===== config.mk =====
export PLATFORM = sky130hd
export DESIGN_NAME = data_watch_unit
export DESIGN_NICKNAME = d
export VERILOG_FILES = /design/src/rtl/dwu_pkg.sv /design/src/rtl/dwu_cycle_counter.sv /design/src/rtl/dwu_comparator.sv /design/src/rtl/data_watch_unit.sv
export SDC_FILE = /design/constraint.sdc
export NUM_CORES = 1
export LEC_CHECK = 0
export CAP_MARGIN = 20
export CORE_MARGIN = 2
export CORE_UTILIZATION = 37
export DETAILED_ROUTE_END_ITERATION = 16
export DONT_BUFFER_PORTS = 1
export GPL_ROUTABILITY_DRIVEN = 0
export PLACE_DENSITY = 0.55
export RECOVER_POWER = 25
export SLEW_MARGIN = 30
export SYNTH_ARGS = -nofsm -noshare
export SYNTH_HDL_FRONTEND = slang
export SYNTH_SLANG_ARGS = --single-unit

===== constraint.sdc =====
create_clock -name clk -period 6.25 [get_ports clk]
set_input_delay 1.25 -clock clk [delete_from_list [all_inputs] [get_ports clk]]
set_output_delay 1.25 -clock clk [all_outputs]
set_load 0.005 [all_outputs]

===== src/rtl/dwu_pkg.sv =====
package dwu_pkg;
  localparam int FN_W        = 4;
  localparam logic [FN_W-1:0] FN_OFF = 4'h0;
  localparam logic [FN_W-1:0] FN_WR  = 4'h6;
  localparam logic [FN_W-1:0] FN_RW  = 4'h7;

  localparam int REG_CTRL     = 0;
  localparam int REG_CNT      = 1;
  localparam int REG_CMP_BASE = 4;
  localparam int CMP_STRIDE   = 4;
  localparam int OFS_ADDR     = 0;
  localparam int OFS_MASK     = 1;
  localparam int OFS_FUNC     = 2;

  localparam int CTRL_EN_BIT  = 0;
  localparam int NCMP_W       = 4;
  localparam int FLAG_BIT     = 24;
endpackage


===== src/rtl/dwu_cycle_counter.sv =====
module dwu_cycle_counter #(
  parameter int W = 32
) (
  input  logic         clk,
  input  logic         rst_n,
  input  logic         run,
  input  logic         load,
  input  logic [W-1:0] load_val,
  output logic [W-1:0] count
);
  always_ff @(posedge clk or negedge rst_n) begin
    if (!rst_n)    count <= '0;
    else if (load) count <= load_val;
    else if (run)  count <= count + W'(1);
  end
endmodule


===== src/rtl/dwu_comparator.sv =====
module dwu_comparator import dwu_pkg::*; #(
  parameter int AW = 32,
  parameter int MW = 5
) (
  input  logic            clk,
  input  logic            rst_n,
  input  logic            trace_en,
  input  logic            acc_valid,
  input  logic            acc_write,
  input  logic [AW-1:0]   acc_addr,
  input  logic            wr_addr,
  input  logic            wr_mask,
  input  logic            wr_func,
  input  logic [AW-1:0]   wdata_addr,
  input  logic [MW-1:0]   wdata_mask,
  input  logic [FN_W-1:0] wdata_func,
  input  logic            rd_clr,
  output logic [AW-1:0]   cfg_addr,
  output logic [MW-1:0]   cfg_mask,
  output logic [FN_W-1:0] cfg_func,
  output logic            flag,
  output logic            hit
);
  logic [AW-1:0] care;
  logic          addr_eq;
  logic          fn_ok;
  logic          hit_d;

  always_comb begin
    care    = {AW{1'b1}} << cfg_mask;
    addr_eq = ((acc_addr ^ cfg_addr) & care) == '0;
    unique case (cfg_func)
      FN_WR:   fn_ok = acc_write;
      FN_RW:   fn_ok = 1'b1;
      default: fn_ok = 1'b0;
    endcase
    hit_d = trace_en && acc_valid && fn_ok && addr_eq;
  end

  always_ff @(posedge clk or negedge rst_n) begin
    if (!rst_n) begin
      cfg_addr <= '0;
      cfg_mask <= '0;
      cfg_func <= FN_OFF;
    end else begin
      if (wr_addr) cfg_addr <= wdata_addr;
      if (wr_mask) cfg_mask <= wdata_mask;
      if (wr_func) cfg_func <= wdata_func;
    end
  end

  always_ff @(posedge clk or negedge rst_n) begin
    if (!rst_n) begin
      hit  <= 1'b0;
      flag <= 1'b0;
    end else begin
      hit <= hit_d;
      if (hit_d)       flag <= 1'b1;
      else if (rd_clr) flag <= 1'b0;
    end
  end
endmodule


===== src/rtl/data_watch_unit.sv =====
module data_watch_unit import dwu_pkg::*; #(
  parameter int NUM_CMP = 4,
  parameter int AW      = 32,
  parameter int DW      = 32,
  parameter int REG_AW  = 6
) (
  input  logic               clk,
  input  logic               rst_n,
  input  logic               trace_en,
  input  logic               acc_valid,
  input  logic               acc_write,
  input  logic [AW-1:0]      acc_addr,
  input  logic               reg_wr,
  input  logic               reg_rd,
  input  logic [REG_AW-1:0]  reg_addr,
  input  logic [DW-1:0]      reg_wdata,
  output logic [DW-1:0]      reg_rdata,
  output logic [NUM_CMP-1:0] cmp_match,
  output logic               halt_req,
  output logic [DW-1:0]      cyc_count
);
  localparam int MW = $clog2(AW);

  logic                    cnt_en;
  logic                    cnt_load;
  logic [AW-1:0]           cfg_addr [NUM_CMP];
  logic [MW-1:0]           cfg_mask [NUM_CMP];
  logic [FN_W-1:0]         cfg_func [NUM_CMP];
  logic [NUM_CMP-1:0]      flag_vec;
  logic [NUM_CMP*FN_W-1:0] fn_flat;

  assign cnt_load = reg_wr && (reg_addr == REG_AW'(REG_CNT));

  always_ff @(posedge clk or negedge rst_n) begin
    if (!rst_n) cnt_en <= 1'b0;
    else if (reg_wr && (reg_addr == REG_AW'(REG_CTRL))) cnt_en <= reg_wdata[CTRL_EN_BIT];
  end

  dwu_cycle_counter #(.W(DW)) u_counter (
    .clk      (clk),
    .rst_n    (rst_n),
    .run      (cnt_en && trace_en),
    .load     (cnt_load),
    .load_val (reg_wdata),
    .count    (cyc_count)
  );

  for (genvar g = 0; g < NUM_CMP; g++) begin : g_cmp
    localparam int BASE = REG_CMP_BASE + CMP_STRIDE * g;
    logic sel_addr, sel_mask, sel_func;
    assign sel_addr = reg_addr == REG_AW'(BASE + OFS_ADDR);
    assign sel_mask = reg_addr == REG_AW'(BASE + OFS_MASK);
    assign sel_func = reg_addr == REG_AW'(BASE + OFS_FUNC);

    dwu_comparator #(.AW(AW), .MW(MW)) u_cmp (
      .clk        (clk),
      .rst_n      (rst_n),
      .trace_en   (trace_en),
      .acc_valid  (acc_valid),
      .acc_write  (acc_write),
      .acc_addr   (acc_addr),
      .wr_addr    (reg_wr && sel_addr),
      .wr_mask    (reg_wr && sel_mask),
      .wr_func    (reg_wr && sel_func),
      .wdata_addr (reg_wdata[AW-1:0]),
      .wdata_mask (reg_wdata[MW-1:0]),
      .wdata_func (reg_wdata[FN_W-1:0]),
      .rd_clr     (reg_rd && sel_func),
      .cfg_addr   (cfg_addr[g]),
      .cfg_mask   (cfg_mask[g]),
      .cfg_func   (cfg_func[g]),
      .flag       (flag_vec[g]),
      .hit        (cmp_match[g])
    );
    assign fn_flat[g*FN_W +: FN_W] = cfg_func[g];
  end

  assign halt_req = |cmp_match;

  always_comb begin
    reg_rdata = '0;
    if (reg_addr == REG_AW'(REG_CTRL)) begin
      reg_rdata[DW-1 -: NCMP_W] = NCMP_W'(NUM_CMP);
      reg_rdata[CTRL_EN_BIT]    = cnt_en;
    end
    if (reg_addr == REG_AW'(REG_CNT)) reg_rdata = cyc_count;
    for (int i = 0; i < NUM_CMP; i++) begin
      if (reg_addr == REG_AW'(REG_CMP_BASE + CMP_STRIDE*i + OFS_ADDR))
        reg_rdata = DW'(cfg_addr[i]);
      if (reg_addr == REG_AW'(REG_CMP_BASE + CMP_STRIDE*i + OFS_MASK))
        reg_rdata = DW'(cfg_mask[i]);
      if (reg_addr == REG_AW'(REG_CMP_BASE + CMP_STRIDE*i + OFS_FUNC)) begin
        reg_rdata[FN_W-1:0] = cfg_func[i];
        reg_rdata[FLAG_BIT] = flag_vec[i];
      end
    end
  end
endmodule


---- Word-level counts from Yosys, hierarchy flattened ----
Cells that the tools add are included.
cells by class
  reductions and logical operators ........ 39
  shifts and indexed selects .............. 4
  equal/unequal tests ..................... 21
  bitwise logic cells ..................... 8
  add/subtract/negate cells ............... 1
  multiplexer cells ....................... 33
operators by type and width
  cell                                                                   count
  32-bit 2-to-1 mux                                                      11
  32-bit AND                                                             4
  32-bit logical NOT                                                     4
  32-bit by 5-bit left shift with 32-bit output, first input constant    4
  32-bit bitwise XOR                                                     4
  6-bit by 4-bit equality test with 1-bit output, second input constant  6
  32-bit by 1-bit adder with 32-bit output, second input constant        1
  4-bit by 3-bit equality test with 1-bit output, second input constant  8
  1-bit logical AND                                                      28
  6-bit by 3-bit equality test with 1-bit output, second input constant  3
  6-bit by 5-bit equality test with 1-bit output, second input constant  3
  4-bit 2-to-1 mux                                                       4
  1-bit 2-to-1 mux                                                       13
  2-bit nonzero test                                                     5
  1-bit one-hot mux with 2 select lines                                  4
  6-bit by 1-bit equality test with 1-bit output, second input constant  1
  6-bit logical NOT                                                      1
  4-bit OR reduction                                                     1
  3-bit 2-to-1 mux                                                       1
word-level totals
  register bits after elaboration ......... 205
  logic and storage cells ................. 128
  output and inout bits ................... 69
  bits of input ports ..................... 77

---- Longest topological paths before layout ----
Gate-level depths: netlist of run 1.
  depth in word-level cells ............... 15
  gate-level depth with buffers ........... 9
  mapped depth without buffers ............ 7

---- By module ----
From an unflattened synthesis of run 1, not the netlist that was laid out.
second synthesis, totals
  cells, all modules ...................... 1,246
  area, all modules ....................... 12,710.9 µm²
modules (own cells, without submodules)
  module             cells an instance  instances  sequential area each (µm²)  area each (µm²)
  dwu_comparator     186                4          1,076.0                     2,244.7
  dwu_cycle_counter  223                1          800.8                       1,910.6
  data_watch_unit    279                1          25.0                        1,821.7

---- Worst setup path before layout of run 1 ----
Ideal clock, no wire load.
  kind .................................... input to output
  start point ............................. input reg_addr[3]
  end point ............................... output reg_rdata[0]
  data required time ...................... 5,000 ps
  stages .................................. 7
  buffers on the path ..................... 2
  arrival ................................. 2,739 ps
  slack ................................... 2,261 ps
  path through ............................ buf_6 -> or4b_4 -> buf_6 -> o21a_1 -> a21oi_1 -> o221ai_1 -> a221o_1
between the ends
  word-level cells in the longest chain between the ends .. 15
  elaborated cells between the ends (all ways) .. 28
  those cells by class .................... eq/ne (13); mux (14); reduce/logical (1)
RTL lines
  what                line                   RTL
  start, declared     data_watch_unit.sv:15  input logic [REG_AW-1:0] reg_addr,
  6-bit logical NOT   data_watch_unit.sv:82  if (reg_addr == REG_AW'(REG_CTRL)) begin
  1-bit 2-to-1 mux    data_watch_unit.sv:82
  32-bit 2-to-1 mux   data_watch_unit.sv:86  if (reg_addr == REG_AW'(REG_CNT)) reg_rdata = cyc_count;
  32-bit 2-to-1 mux   data_watch_unit.sv:88  if (reg_addr == REG_AW'(REG_CMP_BASE + CMP_STRIDE*i + OFS_ADDR))
  32-bit 2-to-1 mux   data_watch_unit.sv:90  if (reg_addr == REG_AW'(REG_CMP_BASE + CMP_STRIDE*i + OFS_MASK))
  4-bit 2-to-1 mux    data_watch_unit.sv:92  if (reg_addr == REG_AW'(REG_CMP_BASE + CMP_STRIDE*i + OFS_FUNC)) begin
  32-bit 2-to-1 mux   data_watch_unit.sv:88
  32-bit 2-to-1 mux   data_watch_unit.sv:90
  4-bit 2-to-1 mux    data_watch_unit.sv:92
  32-bit 2-to-1 mux   data_watch_unit.sv:88
  32-bit 2-to-1 mux   data_watch_unit.sv:90
  4-bit 2-to-1 mux    data_watch_unit.sv:92
  32-bit 2-to-1 mux   data_watch_unit.sv:88
  32-bit 2-to-1 mux   data_watch_unit.sv:90
  4-bit 2-to-1 mux *  data_watch_unit.sv:92
  end, declared       data_watch_unit.sv:17  output logic [DW-1:0] reg_rdata,
Mark *: on every way between the ends. The rest lies on a longest branch, timed or not.

---- Worst setup path after layout of run 1 ----
  start point ............................. input reg_addr[3]
  end point ............................... output reg_rdata[2]
between the ends
  word-level cells in the longest chain between the ends .. 14
  elaborated cells between the ends (all ways) .. 26
  those cells by class .................... eq/ne (13); mux (13)
RTL lines
  what                                            line
  6-bit by 1-bit equality test with 1-bit output  data_watch_unit.sv:86
  32-bit 2-to-1 mux                               data_watch_unit.sv:86
  32-bit 2-to-1 mux                               data_watch_unit.sv:88
  32-bit 2-to-1 mux                               data_watch_unit.sv:90
  4-bit 2-to-1 mux                                data_watch_unit.sv:92
  32-bit 2-to-1 mux                               data_watch_unit.sv:88
  32-bit 2-to-1 mux                               data_watch_unit.sv:90
  4-bit 2-to-1 mux                                data_watch_unit.sv:92
  32-bit 2-to-1 mux                               data_watch_unit.sv:88
  32-bit 2-to-1 mux                               data_watch_unit.sv:90
  4-bit 2-to-1 mux                                data_watch_unit.sv:92
  32-bit 2-to-1 mux                               data_watch_unit.sv:88
  32-bit 2-to-1 mux                               data_watch_unit.sv:90
  4-bit 2-to-1 mux *                              data_watch_unit.sv:92
Marked as above.

==> qor.yml, run 1 <==
synth:
  synth.avg_cell_area_um2: 10.30
  synthCells: 1193
  synthMuxAreaShare: 0.1647
  synth_nets: 1271
  synthArstFlopShare: 1.000
  synth_top_flop_cell: "dfrtp_1"
  synth-simple-area-share: 0.1121
  synth_enable_flop_cells: 0
  synth_top_family_by_area: "multiplexers"
  ys_types: 77
  synth-seq-cells: 205
  synth_area_leader_cell: "dfrtp_1"
  yosysWarnings: 0
  synth_compound_area_frac: 0.1534
  netlist_top_cells_area: "dfrtp_1, mux2_2, xor2_1, xnor2_1, mux2_4"
  synth_fa_ha_area_frac: 0.001834
  seq_area_frac_synth: 0.4176
  synthXorXnorAreaFrac: 0.1134
  synth_top_area_frac: 0.4176
  synth_area_mm2: 0.01228
clock_network:
  cts_buffers: 24
  cts_max_level: 1
  clock_sinks: 205
  holdBufCountCts: 0
  cts_buffer_depth: 3
  cts_tree: "built"
  root_buffer: "clkbuf_16"
  clk_latency_ns: 0.53
  cts_resized: 0
  post_cts_buffers: 0
  clk_pin_slew_ns: 0.06
route:
  viasPerCell: 6.078
  firstDrtPassIters: 7
  drc: 0
  wirelength_um: 42880
  ant_nets: 0
  vias: 9725
  wl_per_cell_um: 26.80
  first_iter_violations: 1442
sta:
  finClkSkew_ns: 0.02209
  relSlewSlack: 0.3359
  max_freq_mhz: 210.4
  hold_ws_ns: 0.4310
  slew_viol_final: 0
  tns_ns: 0
  rsz0062_at_grt: "false"
  tightest_slew_ns: 0.9951
  worst_slack_ns: 1.498
  finalCritPeriodShare: 0.7603
  setup_violations: 0
  post-route-min-period_ns: 4.752
  hold_viol: 0
die:
  core_area_mm2: 0.03262
  die_area_mm2: 0.03467
  ioPinCount: 146
  start_util: 0.3766
  placementRows: 66
  die_x_um: 186.2
  die_y_um: 186.2
worst_setup_path:
  reg2reg_slack_ns: 3.52
  critPathRequiredTime_ns: 5.00
  cp-start-kind: "input port"
  r2r_cells: 6
  crit_type: "in2out"
  rr_startpoint: "u_counter.count[2]$_DFFE_PN0P_"
  crit_end: "reg_rdata[2]"
  worstPathArrival_ns: 3.50
  end_kind: "output pin"
  cp_max_fo: 15
  timing.rr.end: "u_counter.count[31]$_DFFE_PN0P_"
  startpoint: "reg_addr[3]"
run_status:
  status: "completed"
global_routing:
  grt_max_degree: 206
  grt_first_pass_wirelength_um: 63650
  grt_pass1_vias: 9360
  grt_antenna_before_repair: 0
  track_usage: 0.2468
  grt_overflow: 0
place:
  post_dp_cell_area_mm2: 0.01249
  port_buffers: 0
  pre_cts_slack_ns: 1.587
  dpl.hpwl_um: 30430
  place_inst: 1556
worst_hold_path:
  hp-class: "in2async"
cells_and_area:
  nNetsFinal: 1218
  drive_gt1_frac: 0.1960
  fillCellCount: 3218
  num_antenna_cells: 0
  finalInstanceArea_mm2: 0.01343
  final_common_cell: "dfrtp_1"
  mostFrequentLayoutCells: "dfrtp_1, mux2_2, xor2_1, nand2_1, nor2_1"
  post-route-util: 0.4117
  fin_cells: 1600
  area_growth_syn_to_layout_pct: 9.331
flow_run:
  maxCapViolCount: 0
power_and_ir_drop:
  leakage_nw: 5.974
  max-vdd-ir-drop_mv: 0.1881
  power_density_mw_per_mm2: 307.8
  power.total_mw: 4.133
## cell usage after synthesis, types with 23 or more instances
master	number
dfrtp_1	205
a22oi_1	32
xor2_1	99
buf_2	23
a21oi_1	79
nor2_1	82
a222oi_1	29
mux2_4	30
clkbuf_1	49
xnor2_1	60
o21ai_0	53
nand2_1	96
mux2_2	131
## sequential cells by signal, indices dropped and copies added (netlist names)
register	count
g_cmp.u_cmp.cfg_mask	20
g_cmp.u_cmp.cfg_func	16
g_cmp.u_cmp.flag	4
g_cmp.u_cmp.cfg_addr	128
u_counter.count	32
g_cmp.u_cmp.hit	4
cnt_en	1
## cells by family after synthesis
group                    Yosys count
flip-flops                       205
AND/OR/NAND/NOR                  282
adder cells (fa/ha/maj)            2
AO/OA/AOI/OAI                    279
buffers and inverters             97
multiplexers                     169
XOR/XNOR                         159
## layer usage
metal	global-route usage	routed length, µm	up-vias
li1	-	-	4250
met1	0.3494	18280	4947
met2	0.3814	19440	459
met3	0.05646	3981	69
met4	0.06331	1175	0
met5	0	0	-
## area by class of cell
cell class / count / area, µm² / area share
Clock buffer: 37 / 750.7 / 0.05590
Clock inverter: 7 / 185.2 / 0.01379
Inverter: 10 / 37.54 / 0.002795
Multi-Input combinational cell: 891 / 6713 / 0.4999
Sequential cell: 205 / 5130 / 0.3820
Tap cell: 442 / 553.0 / 0.04118
Timing Repair Buffer: 8 / 60.06 / 0.004472
## where the power goes
part | internal [mW] | switching [mW]
clock | 1.07 | 0.579
combinational | 0.334 | 0.298
sequential | 1.52 | 0.334
total | 2.92 | 1.21
## critical path: stages
cell and delay (ns):
or4b_1 0.66, nor2_2 0.77, a22oi_1 0.23, a32o_1 0.34
a22oi_1 0.24
## worst min-delay path by stage
stage | endpoint | slack (ns) | depth (start not counted)
finish | g_cmp[3].u_cmp.cfg_func[2]$_DFFE_PN0P_ | 0.43 | 0
global route | g_cmp[3].u_cmp.cfg_func[0]$_DFFE_PN0P_ | 0.41 | 0
CTS | u_counter.count[8]$_DFFE_PN0P_ | 0.41 | 0
detailed placement | g_cmp[0].u_cmp.flag$_DFFE_PN0P_ | 0.48 | 2
global placement | g_cmp[0].u_cmp.flag$_DFFE_PN0P_ | 0.47 | 2
floorplan | g_cmp[1].u_cmp.flag$_DFFE_PN0P_ | 0.45 | 2
Power figures use the tool's default switching activity.
==> inputs of run 2 (changes only) <==
- clock period: 6.25 -> 4.95 ns (I/O delays scaled with it)
==> run 2 against run 1 <==
Final area decreased by 0.38%; setup slack got worse by 0.40 ns; clock power increased by 15%; utilization decreased by 0.16 points; critical path depth increased by 1; critical endpoint is now reg_rdata[3]; largest cell class unchanged; highest routed layer unchanged.
==> qor.yml, run 2 (synthesis results as in run 1) <==
cells_and_area:
  fin_cells: 1601
  finalInstanceArea_mm2: 0.01338
  area_growth_syn_to_layout_pct: 8.913
  drive_gt1_frac: 0.2002
  post-route-util: 0.4101
  num_antenna_cells: 0
  nNetsFinal: 1223
  mostFrequentLayoutCells: "dfrtp_1, mux2_2, xor2_1, nand2_1, nor2_1"
  final_common_cell: "dfrtp_1"
  largest_reg_flops: 128
  top_regs: "g_cmp.u_cmp.cfg_addr x128, u_counter.count x32, g_cmp.u_cmp.cfg_mask x20"
  max_flop_register: "g_cmp.u_cmp.cfg_addr"
power_and_ir_drop:
  leakage_nw: 5.953
  power_density_mw_per_mm2: 375.9
  comb_power_share: 0.158
  max-vdd-ir-drop_mv: 0.2216
  p_sw_frac: 0.3038
  switchingPower_mw: 1.528
  p_int_mw: 3.501
  power_frac_seq: 0.467
  clockPowerShare: 0.375
  power.total_mw: 5.029
sta:
  relSlewSlack: 0.3346
  setup_violations: 0
  post-route-min-period_ns: 3.847
  hold_viol: 0
  tns_ns: 0
  finalCritPeriodShare: 0.7771
  max_freq_mhz: 260.0
  finClkSkew_ns: 0.01438
  tightest_slew_ns: 0.9981
  rsz0062_at_grt: "false"
  slew_viol_final: 0
worst_setup_path:
  end_kind: "output pin"
  critPathRequiredTime_ns: 3.96
  rr_startpoint: "g_cmp[3].u_cmp.cfg_mask[2]$_DFFE_PN0P_"
  crit_end: "reg_rdata[3]"
  crit_type: "in2out"
  cp_max_fo: 18
  r2r_cells: 6
  cp-start-kind: "input port"
  startpoint: "reg_addr[3]"
  reg2reg_slack_ns: 2.16
  worstPathArrival_ns: 2.86
  timing.rr.end: "g_cmp[3].u_cmp.flag$_DFFE_PN0P_"
die:
  core_area_mm2: 0.03262
  die_y_um: 186.2
  start_util: 0.3766
  die_area_mm2: 0.03467
  die_x_um: 186.2
  placementRows: 66
  ioPinCount: 146
place:
  post_dp_cell_area_mm2: 0.01255
  place_inst: 1561
  dpl.hpwl_um: 31310
  port_buffers: 0
route:
  wirelength_um: 43150
  first_iter_violations: 1122
  drc: 0
  viasPerCell: 6.099
  wl_per_cell_um: 26.95
  firstDrtPassIters: 5
  vias: 9764
  ant_nets: 0
clock_network:
  root_buffer: "clkbuf_16"
  clk_pin_slew_ns: 0.06
  cts_max_level: 1
  cts_tree: "built"
  post_cts_buffers: 0
  clk_latency_ns: 0.53
  cts_buffers: 24
  cts_resized: 0
  clock_sinks: 205
  holdBufCountCts: 0
  cts_buffer_depth: 3
worst_hold_path:
  hp-class: "in2async"
global_routing:
  track_usage: 0.2473
  grt_max_degree: 206
  grt_antenna_before_repair: 0
  grt_first_pass_wirelength_um: 63500
  grt_pass1_vias: 9615
  grt_overflow: 0
flow_run:
  maxCapViolCount: 0
run_status:
  status: "completed"
-- run 2: cell types whose count changed in the layout (fill, tap and decap cells not counted) --
cell,delta
clkinv_2,+5
nor4b_2,+1
clkinvlp_4,+1
bufinv_16,-2
clkbuf_8,-5
nor4b_1,-1
buf_12,+1
clkbuf_1,-3
buf_4,+4
-- run 2: area by class of cell --
type / instances / area, µm²
Timing Repair Buffer: 13 / 110.1
Fill cell: 3175 / 19240
Sequential cell: 205 / 5130
Tap cell: 442 / 553.0
Clock buffer: 29 / 670.6
Clock inverter: 11 / 157.7
Multi-Input combinational cell: 891 / 6719
Inverter: 10 / 37.54
-- run 2: power by group through the flow --
stage               sequential, mW  combinational [mW]  clock (mW)
global placement              2.37               0.770           0
detailed placement            2.37               0.780           0
finish                        2.35               0.794        1.89
global route                  2.38               0.860        1.98
floorplan                     2.15               0.683           0
CTS                           2.34               0.787        1.91
-- run 2: per-stage QoR --
step | hold slack (ns) | setup slack, ns
after CTS | 0.1555 | 1.150
after global placement | 0.4993 | 1.193
after detailed placement | 0.5058 | 1.157
final | 0.1674 | 1.103
after global routing | 0.1502 | 0.9832
after floorplan | 0.4467 | 1.481
-- run 2: critical path, stage by stage --
cell	delay, ns
or4b_1	0.66
nor2_2	0.17
buf_4	0.30
a22oi_1	0.14
a32o_1	0.33
a22oi_1	0.26
-- run 2: routing by layer --
metal	share of wire	wire, µm	vias to the layer above	GRT usage
met5	0	0	-	0
met4	0.033	1442	0	0.07465
met3	0.094	4071	94	0.07204
met2	0.45	19280	467	0.3798
met1	0.43	18350	4938	0.3380
li1	-	-	4265	-
-- run 2: worst min path at each step --
stage / to / slack, ns / cells past startpoint
2_1_floorplan: g_cmp[1].u_cmp.flag$_DFFE_PN0P_ / 0.45 / 2
4_1_cts: g_cmp[3].u_cmp.cfg_func[2]$_DFFE_PN0P_ / 0.16 / 0
6_report: g_cmp[3].u_cmp.cfg_func[0]$_DFFE_PN0P_ / 0.17 / 0
3_3_place_gp: g_cmp[0].u_cmp.flag$_DFFE_PN0P_ / 0.50 / 2
3_5_place_dp: g_cmp[1].u_cmp.flag$_DFFE_PN0P_ / 0.51 / 2
5_1_grt: g_cmp[3].u_cmp.cfg_func[2]$_DFFE_PN0P_ / 0.15 / 0
